### config.mk
export PLATFORM = sky130hd
export DESIGN_NAME = serial_reg_port
export DESIGN_NICKNAME = d
export VERILOG_FILES = /design/src/rtl/srp_pkg.sv /design/src/rtl/srp_ctrl.sv /design/src/rtl/srp_dp.sv /design/src/rtl/serial_reg_port.sv
export SDC_FILE = /design/constraint.sdc
export NUM_CORES = 1
export LEC_CHECK = 0
export BUFFER_PORTS_ARGS = -buffer_cell sky130_fd_sc_hd__buf_2
export CAP_MARGIN = 20
export CORE_MARGIN = 2
export CORE_UTILIZATION = 56
export DETAILED_ROUTE_END_ITERATION = 6
export PLACE_DENSITY = 0.77
export SLEW_MARGIN = 30
export SYNTH_ARGS = -nofsm -noshare
export SYNTH_HDL_FRONTEND = slang
export SYNTH_HIERARCHICAL = 1
export SYNTH_SLANG_ARGS = --single-unit
### constraint.sdc
create_clock -name clk -period 2.7 [get_ports clk]
set_input_delay 0.675 -clock clk [delete_from_list [all_inputs] [get_ports clk]]
set_output_delay 0.675 -clock clk [all_outputs]
set_load 0.01 [all_outputs]
### src/rtl/srp_pkg.sv
package srp_pkg;
  localparam int BYTE_W    = 8;
  localparam int NUM_BYTES = 3;
  localparam int REG_W     = BYTE_W * NUM_BYTES;

  localparam logic [REG_W-1:0] CTRL_RESET = 24'h000300;
  localparam logic [2:0]       ADDR_RESULT = 3'd0;
  localparam logic [2:0]       ADDR_CTRL   = 3'd1;

  // control bits that steer the port itself
  localparam int CFG_ASC_BIT = 2;
  localparam int CFG_LSB_BIT = 1;
  localparam int CFG_SDO_BIT = 0;

  typedef struct packed {
    logic idle;       // chip select released
    logic sample;     // rising sclk inside an active transaction
    logic instrDone;  // eighth instruction bit sampled
    logic byteDone;   // a write data byte is complete
    logic loadOut;    // falling sclk during read data phase
    logic finish;     // last data bit sampled
  } srp_strobe_t;
endpackage

### src/rtl/srp_ctrl.sv
module srp_ctrl
  import srp_pkg::*;
#(
  parameter int BIT_W  = $clog2(BYTE_W),
  parameter int BSEL_W = 2
) (
  input  logic              clk,
  input  logic              rstN,
  input  logic              csN,
  input  logic              sclk,
  input  logic              isRead,
  input  logic [BSEL_W-1:0] byteCount,
  input  logic              cfgAsc,
  output srp_strobe_t       strb,
  output logic [BSEL_W-1:0] byteSel,
  output logic [BIT_W-1:0]  bitIdx
);
  typedef enum logic [1:0] {ST_INSTR, ST_DATA, ST_DONE} state_t;

  localparam logic [BIT_W-1:0] LAST_BIT = BIT_W'(BYTE_W - 1);

  state_t            state;
  logic              sclkQ;
  logic [BIT_W-1:0]  bitCnt;
  logic [BSEL_W-1:0] dataIdx;
  logic [BSEL_W-1:0] lastIdx;
  logic              rise, fall;

  assign rise    = sclk & ~sclkQ;
  assign fall    = ~sclk & sclkQ;
  assign lastIdx = byteCount - BSEL_W'(1);

  always_ff @(posedge clk) begin
    if (!rstN) begin
      sclkQ   <= 1'b0;
      state   <= ST_INSTR;
      bitCnt  <= '0;
      dataIdx <= '0;
    end else begin
      sclkQ <= sclk;
      if (csN) begin
        state   <= ST_INSTR;
        bitCnt  <= '0;
        dataIdx <= '0;
      end else if (rise) begin
        case (state)
          ST_INSTR: begin
            bitCnt <= bitCnt + BIT_W'(1);
            if (bitCnt == LAST_BIT) state <= ST_DATA;
          end
          ST_DATA: begin
            bitCnt <= bitCnt + BIT_W'(1);
            if (bitCnt == LAST_BIT) begin
              if (dataIdx == lastIdx) state <= ST_DONE;
              else dataIdx <= dataIdx + BSEL_W'(1);
            end
          end
          default: state <= ST_DONE;
        endcase
      end
    end
  end

  always_comb begin
    strb.idle      = csN;
    strb.sample    = !csN && rise && (state != ST_DONE);
    strb.instrDone = strb.sample && (state == ST_INSTR) && (bitCnt == LAST_BIT);
    strb.byteDone  = strb.sample && (state == ST_DATA) && (bitCnt == LAST_BIT) && !isRead;
    strb.finish    = strb.sample && (state == ST_DATA) && (bitCnt == LAST_BIT) && (dataIdx == lastIdx);
    strb.loadOut   = !csN && fall && (state == ST_DATA) && isRead;
  end

  assign byteSel = cfgAsc ? dataIdx : (lastIdx - dataIdx);
  assign bitIdx  = bitCnt;
endmodule

### src/rtl/srp_dp.sv
module srp_dp
  import srp_pkg::*;
#(
  parameter int BIT_W  = $clog2(BYTE_W),
  parameter int BSEL_W = 2
) (
  input  logic              clk,
  input  logic              rstN,
  input  logic              sdioIn,
  input  srp_strobe_t       strb,
  input  logic [BSEL_W-1:0] byteSel,
  input  logic [BIT_W-1:0]  bitIdx,
  input  logic [REG_W-1:0]  resultIn,
  output logic              isRead,
  output logic [BSEL_W-1:0] byteCount,
  output logic              cfgAsc,
  output logic              cfgSdo,
  output logic [REG_W-1:0]  ctrlValue,
  output logic              outBit,
  output logic              driving
);
  logic [BYTE_W-1:0] shiftReg, shiftNext;
  logic [NUM_BYTES-1:0][BYTE_W-1:0] ctrlBytes;
  logic [REG_W-1:0]  rdSnap;
  logic [2:0]        addr;
  logic              inData, cfgLsb;
  logic [BYTE_W-1:0] selByte;
  logic [BIT_W-1:0]  bitPos;

  // instruction always MSB first; data follows the latched bit order
  assign shiftNext = (inData && cfgLsb) ? {sdioIn, shiftReg[BYTE_W-1:1]}
                                        : {shiftReg[BYTE_W-2:0], sdioIn};

  always_ff @(posedge clk) begin
    if (!rstN) begin
      shiftReg  <= '0;
      inData    <= 1'b0;
      isRead    <= 1'b0;
      byteCount <= BSEL_W'(1);
      addr      <= '0;
      rdSnap    <= '0;
      cfgAsc    <= CTRL_RESET[CFG_ASC_BIT];
      cfgLsb    <= CTRL_RESET[CFG_LSB_BIT];
      cfgSdo    <= CTRL_RESET[CFG_SDO_BIT];
    end else if (strb.idle) begin
      inData <= 1'b0;
      cfgAsc <= ctrlValue[CFG_ASC_BIT];
      cfgLsb <= ctrlValue[CFG_LSB_BIT];
      cfgSdo <= ctrlValue[CFG_SDO_BIT];
    end else if (strb.sample) begin
      shiftReg <= shiftNext;
      if (strb.instrDone) begin
        inData    <= 1'b1;
        isRead    <= !shiftNext[7];
        byteCount <= (shiftNext[6:5] == 2'd0) ? BSEL_W'(1) :
                     (shiftNext[6:5] == 2'd1) ? BSEL_W'(2) : BSEL_W'(3);
        addr      <= shiftNext[2:0];
        rdSnap    <= (shiftNext[2:0] == ADDR_RESULT) ? resultIn :
                     (shiftNext[2:0] == ADDR_CTRL)   ? ctrlValue : '0;
      end
    end
  end

  for (genvar b = 0; b < NUM_BYTES; b++) begin : g_lane
    always_ff @(posedge clk) begin
      if (!rstN)
        ctrlBytes[b] <= CTRL_RESET[b*BYTE_W +: BYTE_W];
      else if (strb.byteDone && addr == ADDR_CTRL && byteSel == BSEL_W'(b))
        ctrlBytes[b] <= shiftNext;
    end
  end
  assign ctrlValue = ctrlBytes;

  always_comb begin
    selByte = '0;
    for (int b = 0; b < NUM_BYTES; b++)
      if (byteSel == BSEL_W'(b)) selByte = rdSnap[b*BYTE_W +: BYTE_W];
    bitPos = cfgLsb ? bitIdx : (BIT_W'(BYTE_W - 1) - bitIdx);
  end

  always_ff @(posedge clk) begin
    if (!rstN) begin
      outBit  <= 1'b0;
      driving <= 1'b0;
    end else if (strb.idle || strb.finish) begin
      driving <= 1'b0;
    end else if (strb.loadOut) begin
      outBit  <= selByte[bitPos];
      driving <= 1'b1;
    end
  end
endmodule

### src/rtl/serial_reg_port.sv
module serial_reg_port
  import srp_pkg::*;
(
  input  logic             clk,
  input  logic             rstN,
  input  logic             csN,
  input  logic             sclk,
  input  logic             sdioIn,
  output logic             sdioOut,
  output logic             sdioOe,
  output logic             sdoOut,
  output logic             sdoOe,
  input  logic [REG_W-1:0] resultIn,
  output logic [REG_W-1:0] ctrlValue
);
  localparam int BIT_W  = $clog2(BYTE_W);
  localparam int BSEL_W = $clog2(NUM_BYTES + 1);

  srp_strobe_t       strb;
  logic [BSEL_W-1:0] byteSel, byteCount;
  logic [BIT_W-1:0]  bitIdx;
  logic              isRead, cfgAsc, cfgSdo, outBit, driving;

  srp_ctrl #(.BIT_W(BIT_W), .BSEL_W(BSEL_W)) uCtrl (
    .clk(clk), .rstN(rstN), .csN(csN), .sclk(sclk),
    .isRead(isRead), .byteCount(byteCount), .cfgAsc(cfgAsc),
    .strb(strb), .byteSel(byteSel), .bitIdx(bitIdx)
  );

  srp_dp #(.BIT_W(BIT_W), .BSEL_W(BSEL_W)) uDp (
    .clk(clk), .rstN(rstN), .sdioIn(sdioIn), .strb(strb),
    .byteSel(byteSel), .bitIdx(bitIdx), .resultIn(resultIn),
    .isRead(isRead), .byteCount(byteCount), .cfgAsc(cfgAsc), .cfgSdo(cfgSdo),
    .ctrlValue(ctrlValue), .outBit(outBit), .driving(driving)
  );

  assign sdioOut = outBit;
  assign sdoOut  = outBit;
  assign sdioOe  = driving & ~cfgSdo;
  assign sdoOe   = driving &  cfgSdo;
endmodule

[Word level (Yosys, flattened, before mapping)]
Cells that the tools add are included.
Word-level totals
  bits in registers: 76
  bits of input ports: 29
  word-level logic and storage cells: 97
Cells by class
  add/sub/neg operators: 5
  order comparisons: 1
  eq/ne operators: 12
  mux-type cells: 16
  bitwise operators: 11
  reduce and logical (&&, ||, !) cells: 34
Operators by type and width (number)
  24-bit 2-to-1 mux: 2
  8-bit 2-to-1 mux: 4
  1-bit logical AND: 16
  2-bit 2-to-1 mux: 5
  2-bit AND reduction: 4
  4-bit AND reduction: 2
  1-bit NOT: 7
  2-bit by 1-bit equality test with 1-bit output (second input constant): 3
  3-bit by 1-bit equality test with 1-bit output (second input constant): 2
  2-bit zero test: 3
  2-bit by 1-bit inequality test with 1-bit output (second input constant): 3
  2-bit OR reduction: 3
  1-bit AND: 4
  3-bit by 4-bit < comparator with 1-bit output (second input constant): 1
  2-bit one-hot mux with 2 select lines: 1
  3-bit by 1-bit adder with 3-bit output (second input constant): 1
  1-bit binary-select mux with 3-bit select: 1
  3-bit equality test (second input constant): 1
  1-bit zero test: 3
  3-bit zero test: 1
  3-bit 2-to-1 mux: 1
  3-bit AND reduction: 1
  3-bit subtractor (first input constant): 1
  2-bit by 1-bit adder with 2-bit output (second input constant): 1
  other kinds (7): 8

[Longest topological paths before layout]
  depth after elaboration: 10
  mapped depth: 12

[Hierarchy]
Netlist, hierarchy kept.
By module, submodules not included
  srp_dp: times used 1, cells an instance 319, area each 3040.4 µm², seq. area each 1361.3 µm²
  srp_ctrl: times used 1, cells an instance 58, area each 599.3 µm², seq. area each 160.2 µm²
  serial_reg_port: times used 1, cells an instance 3, area each 23.8 µm², seq. area each 0.0 µm²

[Worst setup path after synthesis]
No wires, ideal clock.
  path type: register to register
  from: reg uCtrl.bitCnt[0], in the netlist uCtrl/bitIdx[0]
  to: reg uDp.ctrlBytes, in the netlist uDp/ctrlValue[8]
  arrival: 2.155 ns
  data required time: 2.570 ns
  slack: 0.415 ns
  stages on the path, launching flop included: 13
  path buffers: 2
  period minus slack after synthesis: 2.285 ns
  path through: dfxtp_1 -> ha_1 -> ha_1 -> and3b_1 -> nand2_1 -> nor3_1 -> and4bb_1 -> and3_1 -> clkbuf_1 -> clkbuf_1 -> nand2_1 -> o21ai_0 -> nand2_1
RTL lines
  from (decl): line srp_ctrl.sv:24  | logic [BIT_W-1:0] bitCnt;
  from (signal assigned): line srp_ctrl.sv:48  | bitCnt <= bitCnt + BIT_W'(1);
  from (signal assigned): line srp_ctrl.sv:52  | bitCnt <= bitCnt + BIT_W'(1);
  to (signal, indexed assignment): line srp_dp.sv:67  | ctrlBytes[b] <= CTRL_RESET[b*BYTE_W +: BYTE_W];
  to (signal, indexed assignment): line srp_dp.sv:69  | ctrlBytes[b] <= shiftNext;
  to (decl): line srp_dp.sv:23  | logic [NUM_BYTES-1:0][BYTE_W-1:0] ctrlBytes;

==> results.md <==
STA:
- The ratio of final minimum period to clock period is 0.9026.
- The worst hold margin is 0.4939 ns.
- Setup repair after global routing left no endpoint under its margin.
- At the pin with the least slew margin, the transition time is 0.8128 ns.
- Between clock sinks in the finished design, the worst skew comes to 0.007293 ns.
- Setup violations remaining at the end of the flow were counted as 0.
- The aggregate negative setup slack is 0 ns.
- The final count of pins violating max slew is 0.
- The minimum setup slack in the final design is 0.2630 ns.
- The fmax is between 0.4 and 0.5 GHz.
- In this run the tightest slew margin relative to its limit is 0.4427.
- The worst path needs 2.437 ns of the cycle, external delays included.
- The number of hold violations in the final report is 0.

Power:
- The worst ir drop on vdd is 0.3914 mV.
- Summed over all cells, the static leakage comes to 2.067 nW.
- For this design the ratio of total power to cell area is 571.8 nW/um^2.

Place:
- Routability-driven placement finished with a final weighted congestion of just over 0.8.
- The wire-length estimate of the detail-placed layout is about 6.0 mm.
- Buffers placed on the I/O ports in this run total 56.
- The worst slack at placement is 0.2342 ns.
- Once placement finished, the instance area stood at 3958 um^2.

Routing:
- Detailed routing inserted a total of 2989 vias.
- Wires add up to 8.597 mm.
- The residual antenna-violating net count after detailed routing is 0.
- For this block, the initial DRC count from the detailed router was between 150 and 200.
- Dividing the detail-routed wire length by the instance count gives 16.89 um.
- The number of iterations in the first detailed-routing pass is 6.
- The detailed-route DRC error count is 0.
- The routed via count divided by cell count is between 5 and 6.

CTS:
- TritonCTS built the clock tree.
- The number of clock sinks is 76.
- The worst-case clock buffer depth is 2.
- The buffer count from post-CTS setup fixing is 0.
- After clock tree synthesis, the clock-pin slew on the worst setup and hold paths is ~0.080 ns.
- The cell at the root of the clock tree is sky130_fd_sc_hd__clkbuf_8.
- The number of H-tree levels is 3.
- TritonCTS created 9 clock buffers.
- For the worst-skew pair, the clock arrives at the later sink with an insertion delay of between 0.3 and 0.4 ns.

GRT:
- The number of global-route vias before repair was 2756.
- The wire length of the first global-routing pass is between 10 and 15 mm.
- In the global route stage, overall resource usage came out at 0.2451.
- The initial antenna violation count is 0.
- For this run the aggregate overflow at the end of global routing stands at 0.
- The largest net degree at the start of global routing is 60.

Synth:
- The commonest register cell after synthesis is sky130_fd_sc_hd__dfxtp_1.
- In this run the cell area of the synthesized design comes to 3664 um^2.
- Of the post-synthesis cell area, the part taken by muxes is 0.07923.
- Counting flops with a built-in enable in the synthesized netlist gives 0.
- The number of warnings issued by yosys is 6.
- Of the post-synthesis cell area, the dominant cell type holds 0.4153.
- By area, the combinational part of the netlist is dominated by compound AO/OA/AOI/OAI gates.
- The total nets after synthesis is 412.
- The sequential area share after synthesis is 0.4153.
- In this run, synthesis produced a sequential element count of 76.
- The average instance in the mapped netlist occupies a little under 10 um^2.
- The most area-hungry cell type in the Yosys netlist is sky130_fd_sc_hd__dfxtp_1.
- The share of synthesized registers carrying an async set or reset is 0.
- Of the total synthesized cell area, the portion taken by full adders, half adders and majority gates is 0.01025.
- The gate count after technology mapping is 380.
- In the post-synthesis netlist, the biggest area contributors are sky130_fd_sc_hd__dfxtp_1, sky130_fd_sc_hd__o211a_1, sky130_fd_sc_hd__mux2i_1, sky130_fd_sc_hd__nand2_1, sky130_fd_sc_hd__o21ai_0.
- The area fraction in and, or, nand and nor cells after synthesis is 0.1544.
- The count of different cell masters after synthesis is 61.
- The fraction of the mapped netlist area in compound gates is 0.2579.
- The post-synthesis xor/xnor area fraction is 0.03347.

Cells and area:
- 0 antenna diodes ended up in the layout.
- With fillers left out, the area of the finished cells amounts to 4224 um^2.
- The most frequent standard cell in the layout excluding fill and tap cells is sky130_fd_sc_hd__dfxtp_1.
- The area added between synthesis and finish is 15.30%.
- The post-layout utilization of the core is 0.6652.
- At the end of the flow, the number of nets in the layout was 459.
- In the layout the commonest cells are sky130_fd_sc_hd__dfxtp_1, sky130_fd_sc_hd__buf_2, sky130_fd_sc_hd__nand2_1.
- The layout cell share with drive strength beyond 1 is 0.2431.
- The count of fill cells added during filler insertion is 517.

Setup path:
- The worst setup path is captured at a flip-flop.
- The critical path arrival is between 2 and 3 ns.
- The critical path start-end classification is reg -> reg.
- The largest fanout of any net on the critical path is 16.
- The element type at the critical path start is a flip-flop.
- The required time at the worst-slack endpoint is slightly below 3 ns.

Die:
- The I/O pin count is 57.
- The die is 84.88 um tall.
- The die covers 7205 um^2.
- For this configuration, the core starts out at a cell density of 0.5769.
- The number of core rows is 29.
- The total area inside the core boundary comes to 6350 um^2.
- The chip width is 84.88 um.

Worst hold path:
- The class of the tightest hold or removal check is reg -> reg.

Run:
- The number of max-capacitance violations reported is 0.

Status:
- The flow ran to the end, and the final reports show no timing, DRC or antenna violations.
==> per-stage QoR <==
step           power, mW  cells
3_3_place_gp       1.302    493
2_1_floorplan      1.258    380
4_1_cts            2.431    509
6_report           2.415    509
3_5_place_dp       1.303    493
5_1_grt            2.491    509
==> per-layer routing <==
metal | up-vias | share of wire | GRT usage
met4 | 0 | 0.0069 | 0.05339
met3 | 6 | 0.048 | 0.05642
met2 | 87 | 0.47 | 0.3880
li1 | 1479 | - | -
met5 | - | 0 | 0
met1 | 1417 | 0.47 | 0.3453
==> final cells by class <==
class | count | area [um^2] | share of cell area
clock buffers | 12 | 145.1 | 0.03436
clock inverters | 4 | 120.1 | 0.02844
inverters | 5 | 18.77 | 0.004443
multi-input cells | 270 | 1962 | 0.4645
flip-flops and latches | 76 | 1521 | 0.3602
well taps | 77 | 96.34 | 0.02281
repair buffers | 65 | 360.3 | 0.08531
==> synth_stat cells, drive strengths merged, types with 3 or more instances <==
| library cell | count |
|---|---|
| dfxtp | 76 |
| nand2 | 47 |
| o21ai | 39 |
| a21oi | 28 |
| o211a | 26 |
| a22oi | 24 |
| mux2i | 21 |
| clkbuf | 15 |
| buf | 14 |
| and2 | 11 |
| nor2 | 9 |
| nor2b | 9 |
| nor3 | 6 |
| inv | 5 |
| nand2b | 5 |
| ha | 3 |
| nand3b | 3 |
| xor2 | 3 |
==> state kept, by name, summed over array words and instances (netlist names) <==
name           count
uDp/addr           3
uCtrl/bitIdx       3
uDp/cfgAsc         1
uDp/isRead         1
uCtrl/sclkQ        1
uDp/rdSnap        24
uDp/cfgSdo         1
uDp/byteCount      2
uDp/shiftReg       8
uDp/outBit         1
uDp/inData         1
uDp/cfgLsb         1
uDp/ctrlValue     24
uCtrl/state        2
uCtrl/dataIdx      2
uDp/driving        1
==> power by group <==
group	leakage [nW]	switching, mW	internal, mW
registers	0.613	0.00832	1.13
logic	1.32	0.0849	0.0591
clock network	0.131	0.402	0.734
total	2.07	0.495	1.92
==> worst max-delay path, cell delays in order, from the launching register on <==
cell,delay [ns]
sky130_fd_sc_hd__dfxtp_1,0.42
sky130_fd_sc_hd__ha_1,0.18
sky130_fd_sc_hd__ha_1,0.21
sky130_fd_sc_hd__and3b_1,0.23
sky130_fd_sc_hd__nand2_1,0.09
sky130_fd_sc_hd__nor3_1,0.19
sky130_fd_sc_hd__and4bb_1,0.28
sky130_fd_sc_hd__nand2_1,0.30
sky130_fd_sc_hd__nand2_1,0.17
sky130_fd_sc_hd__o21ai_0,0.10
sky130_fd_sc_hd__and2_1,0.18
==> repair_timing <==
item | in CTS | in global routing
gates resized for setup | 0 | 1
hold buffers | 0 | 0
setup endpoints to repair | 0 | 2
==> worst paths after layout <==
kind / from / endpoint / slack, ns / depth (start not counted)
max reg2reg: uCtrl/bitIdx[0] / uDp/ctrlValue[23] / 0.26 / 10
min reg2reg: uCtrl/dataIdx[0] / uCtrl/dataIdx[0] / 0.49 / 2
max: uCtrl/bitIdx[0] / uDp/ctrlValue[23] / 0.26 / 10
min: uCtrl/dataIdx[0] / uCtrl/dataIdx[0] / 0.49 / 2
==> cell families (layout without fill, tap and decap cells) <==
kind of cell,after synthesis,in the layout
DFF,76,76
muxes,25,25
xor gates and xnor gates,8,8
AOI/OAI and AO/OA,131,131
buffers and inverters,34,86
and+or+nand+nor,103,103
adders and majority gates,3,3
(Power assumes the default switching activity.)
